[src/rtl/tick_irq_pkg.sv]
package tick_irq_pkg;

  // Targets for a register write
  typedef enum logic [1:0] {
    SEL_PRESCALE = 2'd0,
    SEL_DIVIDE   = 2'd1,
    SEL_CONTROL  = 2'd2,
    SEL_NONE     = 2'd3
  } reg_sel_e;

  // Flag update over an 8-bit lane: new events take priority over clears
  function automatic logic [7:0] flag_step(input logic [7:0] cur,
                                           input logic [7:0] clr,
                                           input logic [7:0] set);
    return (cur & ~clr) | set;
  endfunction

endpackage

[src/rtl/tick_divider.sv]
module tick_divider #(
  parameter int PW = 16
) (
  input  logic              clk,
  input  logic              rst_n,
  input  logic              load_pre,
  input  logic              load_div,
  input  logic [PW-1:0]     wr_val,
  output logic [2*PW:0]     count,
  output logic              fire
);
  localparam int CW = 2*PW + 1;

  // Reload length; zero in either operand means stopped
  function automatic logic [CW-1:0] span(input logic [PW-1:0] p,
                                         input logic [PW-1:0] d);
    logic [CW-1:0] pw, dw;
    if (p == '0 || d == '0) return '0;
    pw = CW'(p) + CW'(1);
    dw = CW'(d) + CW'(1);
    return pw * dw;
  endfunction

  logic [PW-1:0] pre_q, div_q;
  logic [CW-1:0] cnt_q;
  logic [PW-1:0] pre_nx, div_nx;
  logic          cfg_off;
  logic          load_any;
  logic [CW-1:0] period_now;

  assign pre_nx     = load_pre ? wr_val : pre_q;
  assign div_nx     = load_div ? wr_val : div_q;
  assign load_any   = load_pre | load_div;
  assign cfg_off    = (pre_q == '0) || (div_q == '0);
  assign period_now = span(pre_q, div_q);
  assign fire       = !cfg_off && (cnt_q == CW'(1));
  assign count      = cnt_q;

  always_ff @(posedge clk) begin
    if (!rst_n) begin
      pre_q <= '0;
      div_q <= '0;
      cnt_q <= '0;
    end else begin
      pre_q <= pre_nx;
      div_q <= div_nx;
      if (load_any)      cnt_q <= span(pre_nx, div_nx);
      else if (cfg_off)  cnt_q <= '0;
      else if (fire)     cnt_q <= period_now;
      else               cnt_q <= cnt_q - CW'(1);
    end
  end

  // stopped timer holds a zero count
  a_r2_idle_zero: assert property (@(posedge clk) disable iff (!rst_n)
    (cfg_off && !load_any) |=> (cnt_q == '0));

  // expiry reloads the full period
  a_r3_reload: assert property (@(posedge clk) disable iff (!rst_n)
    (fire && !load_any) |=> (cnt_q == $past(period_now)));

  // running count steps down by one
  a_r3_step: assert property (@(posedge clk) disable iff (!rst_n)
    (!cfg_off && !fire && !load_any) |=> (cnt_q == $past(cnt_q) - CW'(1)));

  // a running count stays inside one period
  a_r1_in_range: assert property (@(posedge clk) disable iff (!rst_n)
    !cfg_off |-> (cnt_q != '0 && cnt_q <= period_now));

endmodule

[src/rtl/irq_latch.sv]
module irq_latch
  import tick_irq_pkg::*;
#(
  parameter int NSRC    = 5,
  parameter int TMR_IDX = 3
) (
  input  logic            clk,
  input  logic            rst_n,
  input  logic            ctrl_wr,
  input  logic [15:0]     ctrl_data,
  input  logic [NSRC-1:0] ext_evt,
  input  logic            tmr_fire,
  output logic [NSRC-1:0] pend,
  output logic [NSRC-1:0] en,
  output logic            irq
);
  logic [NSRC-1:0] pend_q, en_q;
  logic [NSRC-1:0] set_vec, clr_vec;
  logic [7:0]      cur8, clr8, set8, nxt8;

  // Per-source event and clear selection
  for (genvar i = 0; i < NSRC; i++) begin : g_src
    if (i == TMR_IDX) begin : g_tmr
      assign set_vec[i] = tmr_fire;
    end else begin : g_ext
      assign set_vec[i] = ext_evt[i];
    end
    assign clr_vec[i] = ctrl_wr & ctrl_data[8+i];
  end

  always_comb begin
    cur8 = '0; clr8 = '0; set8 = '0;
    cur8[NSRC-1:0] = pend_q;
    clr8[NSRC-1:0] = clr_vec;
    set8[NSRC-1:0] = set_vec;
    nxt8 = flag_step(cur8, clr8, set8);
  end

  always_ff @(posedge clk) begin
    if (!rst_n) begin
      pend_q <= '0;
      en_q   <= '0;
    end else begin
      pend_q <= nxt8[NSRC-1:0];
      if (ctrl_wr) en_q <= ctrl_data[NSRC-1:0];
    end
  end

  assign pend = pend_q;
  assign en   = en_q;
  assign irq  = |(pend_q & en_q);

  // every event lands, even against a clear
  a_r8_set_wins: assert property (@(posedge clk) disable iff (!rst_n)
    (|set_vec) |=> ((pend_q & $past(set_vec)) == $past(set_vec)));

  // cleared flags without a new event drop
  a_r6_clear: assert property (@(posedge clk) disable iff (!rst_n)
    (|clr_vec) |=> ((pend_q & $past(clr_vec & ~set_vec)) == '0));

  // without a control write no flag is lost
  a_r7_hold: assert property (@(posedge clk) disable iff (!rst_n)
    !ctrl_wr |=> ((pend_q & $past(pend_q)) == $past(pend_q)));

  // the request only drops after a control write
  a_r5_drop_cause: assert property (@(posedge clk) disable iff (!rst_n)
    $fell(irq) |-> $past(ctrl_wr));

endmodule

[src/rtl/tick_irq_unit.sv]
module tick_irq_unit
  import tick_irq_pkg::*;
#(
  parameter int PW      = 16,
  parameter int NSRC    = 5,
  parameter int TMR_IDX = 3
) (
  input  logic            clk,
  input  logic            rst_n,
  input  logic            wr_en,
  input  logic [1:0]      wr_sel,
  input  logic [15:0]     wr_data,
  input  logic [NSRC-1:0] ext_evt,
  output logic [15:0]     status_word,
  output logic [2*PW:0]   count_val,
  output logic            irq
);
  logic            load_pre, load_div, ctrl_wr;
  logic            tmr_fire;
  logic [NSRC-1:0] pend, en;

  assign load_pre = wr_en && (reg_sel_e'(wr_sel) == SEL_PRESCALE);
  assign load_div = wr_en && (reg_sel_e'(wr_sel) == SEL_DIVIDE);
  assign ctrl_wr  = wr_en && (reg_sel_e'(wr_sel) == SEL_CONTROL);

  tick_divider #(.PW(PW)) u_div (
    .clk      (clk),
    .rst_n    (rst_n),
    .load_pre (load_pre),
    .load_div (load_div),
    .wr_val   (wr_data[PW-1:0]),
    .count    (count_val),
    .fire     (tmr_fire)
  );

  irq_latch #(.NSRC(NSRC), .TMR_IDX(TMR_IDX)) u_latch (
    .clk       (clk),
    .rst_n     (rst_n),
    .ctrl_wr   (ctrl_wr),
    .ctrl_data (wr_data),
    .ext_evt   (ext_evt),
    .tmr_fire  (tmr_fire),
    .pend      (pend),
    .en        (en),
    .irq       (irq)
  );

  always_comb begin
    status_word = '0;
    status_word[NSRC-1:0] = pend;
    status_word[8 +: NSRC] = en;
  end

  // the timer flag only rises on a timer expiry
  a_r9_timer_owner: assert property (@(posedge clk) disable iff (!rst_n)
    (!tmr_fire && !pend[TMR_IDX]) |=> !pend[TMR_IDX]);

endmodule

[config.mk]
export PLATFORM = sky130hd
export DESIGN_NAME = tick_irq_unit
export DESIGN_NICKNAME = d
export VERILOG_FILES = /design/src/rtl/tick_irq_pkg.sv /design/src/rtl/tick_divider.sv /design/src/rtl/irq_latch.sv /design/src/rtl/tick_irq_unit.sv
export SDC_FILE = /design/constraint.sdc
export NUM_CORES = 2
export LEC_CHECK = 0
export BUFFER_PORTS_ARGS = -buffer_cell sky130_fd_sc_hd__buf_2
export CAP_MARGIN = 20
export CORE_ASPECT_RATIO = 0.6
export CORE_MARGIN = 5
export CORE_UTILIZATION = 35
export CTS_BUF_LIST = sky130_fd_sc_hd__clkbuf_8
export DETAILED_ROUTE_END_ITERATION = 8
export GPL_TIMING_DRIVEN = 0
export HOLD_SLACK_MARGIN = 0.03
export PLACE_DENSITY = 0.47
export SLEW_MARGIN = 20
export SYNTH_ARGS = -nofsm -noshare
export SYNTH_HDL_FRONTEND = slang
export SYNTH_SLANG_ARGS = --single-unit
[constraint.sdc]
create_clock -name clk -period 12.86 [get_ports clk]
set_input_delay 0.643 -clock clk [delete_from_list [all_inputs] [get_ports clk]]
set_output_delay 0.643 -clock clk [all_outputs]
set_load 0.01 [all_outputs]
# Word level (Yosys, flattened, before mapping)
# Index checks and enable logic that the tools add are counted.
dict set report classes {
  n_addsub 5
  multipliers 2
  n_eq_ne 3
  mux 12
  n_bitwise 10
  reduce_logical 13
}
# op count
set ops {}
lappend ops {{$mux W33} 6}
lappend ops {{$add A16 B1 Y17 const B} 4}
lappend ops {{$mul A33 B33 Y33} 2}
lappend ops {{$logic_not A16 Y1} 4}
lappend ops {{$eq A33 B1 Y1 const B} 1}
lappend ops {{$sub A33 B1 Y33 const B} 1}
lappend ops {{$mux W16} 2}
lappend ops {{$and A5 B5 Y5} 2}
lappend ops {{$and A1 B1 Y1} 5}
lappend ops {{$not A5 Y5} 1}
lappend ops {{$or A5 B5 Y5} 1}
lappend ops {{$reduce_or A5 Y1} 1}
lappend ops {{$logic_and A1 B1 Y1} 4}
lappend ops {{$mux W1} 4}
lappend ops {{$eq A2 B1 Y1 const B} 1}
lappend ops {{$eq A2 B2 Y1 const B} 1}
lappend ops {{$logic_not A2 Y1} 1}
lappend ops {{$logic_or A1 B1 Y1} 2}
lappend ops {{$logic_not A1 Y1} 1}
lappend ops {{$or A1 B1 Y1} 1}
dict set report word_totals {
  reg_bits 75
  inputBits 26
  out_inout_bits 50
  wordCells 50
}

# Depth between registers and ports, before layout
dict set report logic_depth {
  ltp_word 10
  ltp_mapped 35
  ltp_nobuf 32
}

# Cells and area by module
# From an unflattened synthesis, not the netlist that was laid out.
dict set report hier_totals {
  hier_cells 2889
  area_unflattened_um2 23926.7
}
# mod n_inst cells_per_inst area_per_inst_um2 seq_area_each_um2
set by_module_without_submodules {}
lappend by_module_without_submodules {tick_divider 1 2844 23455.0 1301.2}
lappend by_module_without_submodules {irq_latch 1 35 392.9 200.2}
lappend by_module_without_submodules {tick_irq_unit 1 10 78.8 0.0}

# Worst setup path before layout
# No wires, ideal clock.
dict set report synth_timing {
  kind {in2reg}
  startpoint {input wr_sel[1]}
  endpoint {register u_div.cnt_q[32] (netlist: u_div.count[32])}
  setup_ns 0.130
  arrival_ns 8.205
  required_ns 12.730
  slack_ns 4.525
  cell_stages 30
  n_path_buf 2
  path_cell_list {or3b_2 > buf_4 > mux2i_2 > or3_1 > or3_4 > a21o_1 > a21o_4 > nor2_4 > xnor2_1 > buf_2 > nand2_1 > fa_1 > fa_1 > fa_1 > inv_1 > fa_1 > fa_1 > inv_1 > fa_1 > inv_1 > ha_1 > a21oi_1 > o21ai_0 > a221oi_1 > a2bb2oi_1 > a31oi_1 > o41ai_1 > nor3b_1 > a31oi_1 > o211ai_1}
}
dict set report synth_via {
  elab_chain_cells 10
}
# element line
set synth_lines {}
lappend synth_lines {{start: declaration} tick_irq_unit.sv:11} ;# input logic [1:0] wr_sel,
lappend synth_lines {{parallel branches: the longest is 9 deep, another holds $mul A33 B33 Y33} n/a}
lappend synth_lines {{$mux W33 (*)} tick_divider.sv:47} ;# if (load_any) cnt_q <= span(pre_nx, div_nx);
lappend synth_lines {{end signal: assignment} tick_divider.sv:47}
lappend synth_lines {{end signal: assignment} tick_divider.sv:49} ;# else if (fire) cnt_q <= period_now;
lappend synth_lines {{end signal: assignment} tick_divider.sv:50} ;# else cnt_q <= cnt_q - CW'(1);
lappend synth_lines {{end: declaration} tick_divider.sv:25} ;# logic [CW-1:0] cnt_q;
# Mark *: on every way between the ends. The select of a mux whose other input is x is not followed.
# A chain may end at the register's enable or synchronous reset.

# Final worst setup path
dict set report layout_timing {
  startpoint {input wr_sel[1]}
  endpoint {register u_div.cnt_q[23] (netlist: u_div.count[23])}
}
dict set report layout_via {
  elab_chain_cells 10
}
# element line
set layout_lines {}
lappend layout_lines {{$logic_not A2 Y1 (*)} tick_irq_unit.sv:22} ;# assign load_pre = wr_en && (reg_sel_e'(wr_sel) == SEL_PRESCALE);
lappend layout_lines {{$logic_and A1 B1 Y1 (*)} tick_irq_unit.sv:22}
lappend layout_lines {{$mux W16 (*)} tick_divider.sv:31} ;# assign pre_nx = load_pre ? wr_val : pre_q;
lappend layout_lines {{net u_div.pre_nx[0]} tick_divider.sv:26} ;# logic [PW-1:0] pre_nx, div_nx;
lappend layout_lines {{parallel branches: the longest is 5 deep, another holds $mul A33 B33 Y33} n/a}
lappend layout_lines {{$mux W33 (*)} tick_divider.sv:19} ;# pw = CW'(p) + CW'(1);
lappend layout_lines {{$mux W33 (*)} tick_divider.sv:47}
# Mark *: on every way through the listed nets, which the timed path passes. The select of a mux whose other input is x is not followed.

==> impl.org <==
** Run status
- Result of the run :: complete, no violations

** Drt
- Wirelength per Cell :: 22.2 um
- Via-per-instance ratio :: slightly above 5
- WL final :: 86.3 mm
- Count of unresolved DRC violations after routing :: 0
- The count of nets left with antenna violations once routing finished came out at 0.
- The routed layout has 19.6k vias.
- The pre-antenna-repair detailed-routing pass consisted of 6 iterations.
- The detailed router finished its first iteration with between 1.5k and 2k violations.

** STA
- Period utilization :: 83.7%
- Minimum clock period :: between 10 and 15 ns
- Count of final max-slew check failures :: 0
- Total Negative Setup Slacks :: 0 ns
- Setup repair after global routing left no endpoint under its margin.
- Setup violations remaining at the end of the flow were counted as 0.
- For the pin with the worst max-slew slack, the measured transition is 1.28 ns.
- Highest achievable clock rate :: 92.9 MHz
- Worst hold slack :: 0.466 ns
- Worst-case headroom to the max-slew limit :: 14.3%
- The hold violation count in the final report came to 0.
- Clock skew after layout :: 0.0288 ns

** Yosys
- The synthesized design contains 75 register bits.
- Counting flops with an async set or reset pin after synthesis yields a share of 0%.
- For this run, the leading register cell type out of synthesis is dfxtp_1.
- The netlist uses 81 different library cells.
- Post-synthesis sequential area ratio :: 6.28%
- Number of flops mapped to enable cells by yosys :: 0
- Mapped cell area :: 23900 um^2
- Synthesis produced a netlist whose cell count is about 2.9k.
- Post-synthesis area per instance :: 8.32 um^2
- Yosys printed 0 warnings.

** Setup path
- Most frequent CP cell :: fa_1
- STA puts the critical path data required time at ~13 ns.
- CP Buf/Inv Count :: 7
- Critical path peak fanout :: 10
- Worst path arrival time :: about 11 ns
- On the critical path the largest part of the delay comes from adder cells.
- For this run, the slowest stage of the critical path takes 0.69 ns.
- Measured in cells, the most critical reg-to-reg path has a length of 29.
- The worst register-to-register path ends at u_div.count[29]$_SDFF_PN0_.
- Worst flop-to-flop path startpoint :: u_div.pre_q[2]$_SDFF_PN0_
- The worst setup path is launched from an input port.
- Across all register-to-register paths, the minimum setup slack is 2.53 ns.
- The critical path is of the input port to flip-flop type.
- Cell with the largest stage delay on the worst path :: a21oi_1
- Setup crit end kind :: flip-flop

** Power and ir drop
- Summed over all cells, the static leakage comes to 12.7 nW.
- The clock network burns 16.3% of the power.
- Cell internal power was estimated by the tool at 625 uW.
- VDD IR max :: 0.0782 mV
- Reported net switching power :: 696 uW
- Share of power burned in combinational logic :: ~61%
- Sequential Power Share :: between 20% and 30%
- Power per standard cell area :: 51.1 nW/um^2
- Of the total power, the share spent switching nets is 52.7%.

** Placement
- The congestion estimate from routability-driven global placement came to ~0.99.
- The wire-length estimate of the detail-placed layout is 75.4 mm.
- Port buffering added 66 buffers.

** CTS
- Number of buffers created by CTS :: 9
- Post-CTS Resized :: 0
- Clock Path Buffers :: 2
- After clock tree synthesis, the clock-pin slew on the worst setup and hold paths is 0.09 ns.
- TritonCTS clock tree :: done
- Clock Root Buffer :: clkbuf_8
- Clock tree synthesis found a total of between 70 and 80 sinks.
- Clock insertion delay at the later pin of the skew report :: 0.43 ns
- Number of buffers inserted by post-CTS setup repair :: 0
- Hold buffer count at cts :: 0
- The clock tree synthesis step divided the H-tree into 3 levels.

** Floorplan
- CORE AREA :: 67900 um^2
- # rows :: 74
- For this design the top-level I/O count stands at 76.
- Horizontal die dimension :: 347 um
- The die covers 73800 um^2.
- Floorplan die height :: 212 um
- Once the floorplan was initialized, standard cells occupied 35.2% of the core.

** Finish
- Number of nets in the final layout :: 3653
- Relative to the synthesized area, the layout overhead comes to 8.09%.
- Leaving out fill and tap cells, the most frequent cell in the layout is inv_1.
- In the final layout, the share of cells above drive strength 1 is between 5 and 6%.
- Highest-count cells in the layout ignoring fill and taps :: 591 x inv_1, 473 x nand2_1, 446 x fa_1, 218 x ha_1, 171 x nor2_1

** Global route
- Total global routing overflow :: 0
- In the global route stage, overall resource usage came out at a little under a quarter.
- Entering global routing, the biggest net connects 15 pins.
- The first global-routing pass estimated 132 mm of wire.
- The number of global-route vias before repair is 20.1k.
- The initial antenna violation count came to 2.

** Hold path
- Worst Hold Class :: input port to flip-flop
- The worst hold path terminates at u_latch.pend[2]$_SDFF_PN0_.
- Number of cells traversed by the worst hold path :: 3
- In this run the most critical hold path is launched from ext_evt[2].

** Job
- Max Cap Violations :: 0
worst reg2reg max path: cells and delay by family (launching register included):
| kind | cells | cell delay [ns] |
|---|---|---|
| adders and majority gates | 7 | 3.31 |
| DFF | 1 | 0.33 |
| AOI/OAI and AO/OA | 7 | 1.96 |
| buffers and inverters | 6 | 1.58 |
| xor gates and xnor gates | 2 | 1.21 |
| and+or+nand+nor | 7 | 1.82 |
final cells by class:
class / instances / area [um^2]
Fill cell: 7075 / 42000
Sequential cell: 75 / 1500
Tap cell: 912 / 1140
Clock buffer: 10 / 138
Multi-Input combinational cell: 2099 / 19900
Antenna cell: 3 / 7.51
Buffer: 112 / 480
Timing Repair Buffer: 74 / 409
Inverter: 592 / 2220
Clock inverter: 6 / 71.3
power by group through the flow:
stage / registers [mW] / logic (mW) / clock network [mW]
2_1_floorplan: 0.297 / 0.483 / 0
4_1_cts: 0.295 / 0.780 / 0.215
5_1_grt: 0.300 / 0.877 / 0.223
3_5_place_dp: 0.300 / 0.773 / 0
6_report: 0.297 / 0.808 / 0.216
3_3_place_gp: 0.299 / 0.756 / 0
synth_stat cells (5+ instances only):
library cell / instances / area share (%)
or4_1: 6 / 0.19
mux2i_1: 36 / 1.5
nand3_1: 36 / 0.75
fa_1: 446 / 37
nand2_1: 473 / 7.4
xor2_1: 75 / 2.7
nand2b_1: 11 / 0.29
nor2_1: 171 / 2.7
o21ai_0: 45 / 0.94
inv_1: 591 / 9.3
nor4_1: 12 / 0.31
and2_1: 99 / 2.6
a21oi_1: 63 / 1.3
nand3b_1: 5 / 0.16
a211oi_1: 9 / 0.28
nand4_1: 18 / 0.47
a21boi_0: 11 / 0.35
or3_1: 13 / 0.34
xnor2_1: 93 / 3.4
nor3_1: 37 / 0.77
a31oi_1: 8 / 0.21
nor2b_1: 51 / 1.3
and3_1: 11 / 0.29
clkbuf_1: 95 / 1.5
o22ai_1: 6 / 0.16
dfxtp_1: 75 / 6.3
o211ai_1: 14 / 0.44
a21o_1: 36 / 1.1
buf_4: 11 / 0.35
o21a_1: 6 / 0.19
ha_1: 218 / 11
state kept, by name, summed over array words and instances (netlist names):
register / flops
u_div.count: 33
u_div.div_q: 16
u_div.pre_q: 16
u_latch.en: 5
u_latch.pend: 5
through the flow:
| step | setup slack, ns | std cells | instance area [um^2] | total power, mW | utilization (%) |
|---|---|---|---|---|---|
| detailed placement | 1.86 | 3862 | 25600 | 1.07 | 37.6 |
| floorplan | 4.53 | 2878 | 23900 | 0.780 | - |
| global placement | 1.87 | 3856 | 25400 | 1.05 | 37.4 |
| global route | 1.71 | 3880 | 25800 | 1.40 | 38.0 |
| finish | 2.09 | 3883 | 25800 | 1.32 | 38.1 |
| CTS | 2.32 | 3878 | 25800 | 1.29 | 38.0 |
per-layer routing:
| layer | wire, um | share of wire, % | track usage (%) |
|---|---|---|---|
| met1 | 44500 | 52 | 39.1 |
| met3 | 12100 | 14 | 11.4 |
| met4 | 595 | 0.69 | 1.71 |
| met5 | 34 | 0.039 | 0 |
| met2 | 29000 | 34 | 28.4 |
cells by family after synthesis:
kind of cell             count (synthesis)  share of synthesized area (%)
flip-flops                              75                           6.28
AND/OR/NAND/NOR                        975                           18.9
multiplexers                            41                           1.76
buffers and inverters                  704                           11.3
XOR/XNOR                               169                           6.23
other                                    1                         0.0157
AO/OA/AOI/OAI                          244                           6.69
adder cells (fa/ha/maj)                664                           48.8
worst max-delay path by stage:
stage / start / endpoint / cells after the start
after floorplan: wr_sel[1] / u_div.count[32]$_SDFF_PN0_ / 30
after global placement: wr_sel[1] / u_div.count[23]$_SDFF_PN0_ / 30
after detailed placement: wr_sel[1] / u_div.count[23]$_SDFF_PN0_ / 30
after CTS: wr_sel[1] / u_div.count[23]$_SDFF_PN0_ / 30
after global routing: wr_sel[1] / u_div.count[23]$_SDFF_PN0_ / 30
final: wr_sel[1] / u_div.count[23]$_SDFF_PN0_ / 30
No activity file was read; power rests on OpenSTA's default activity.
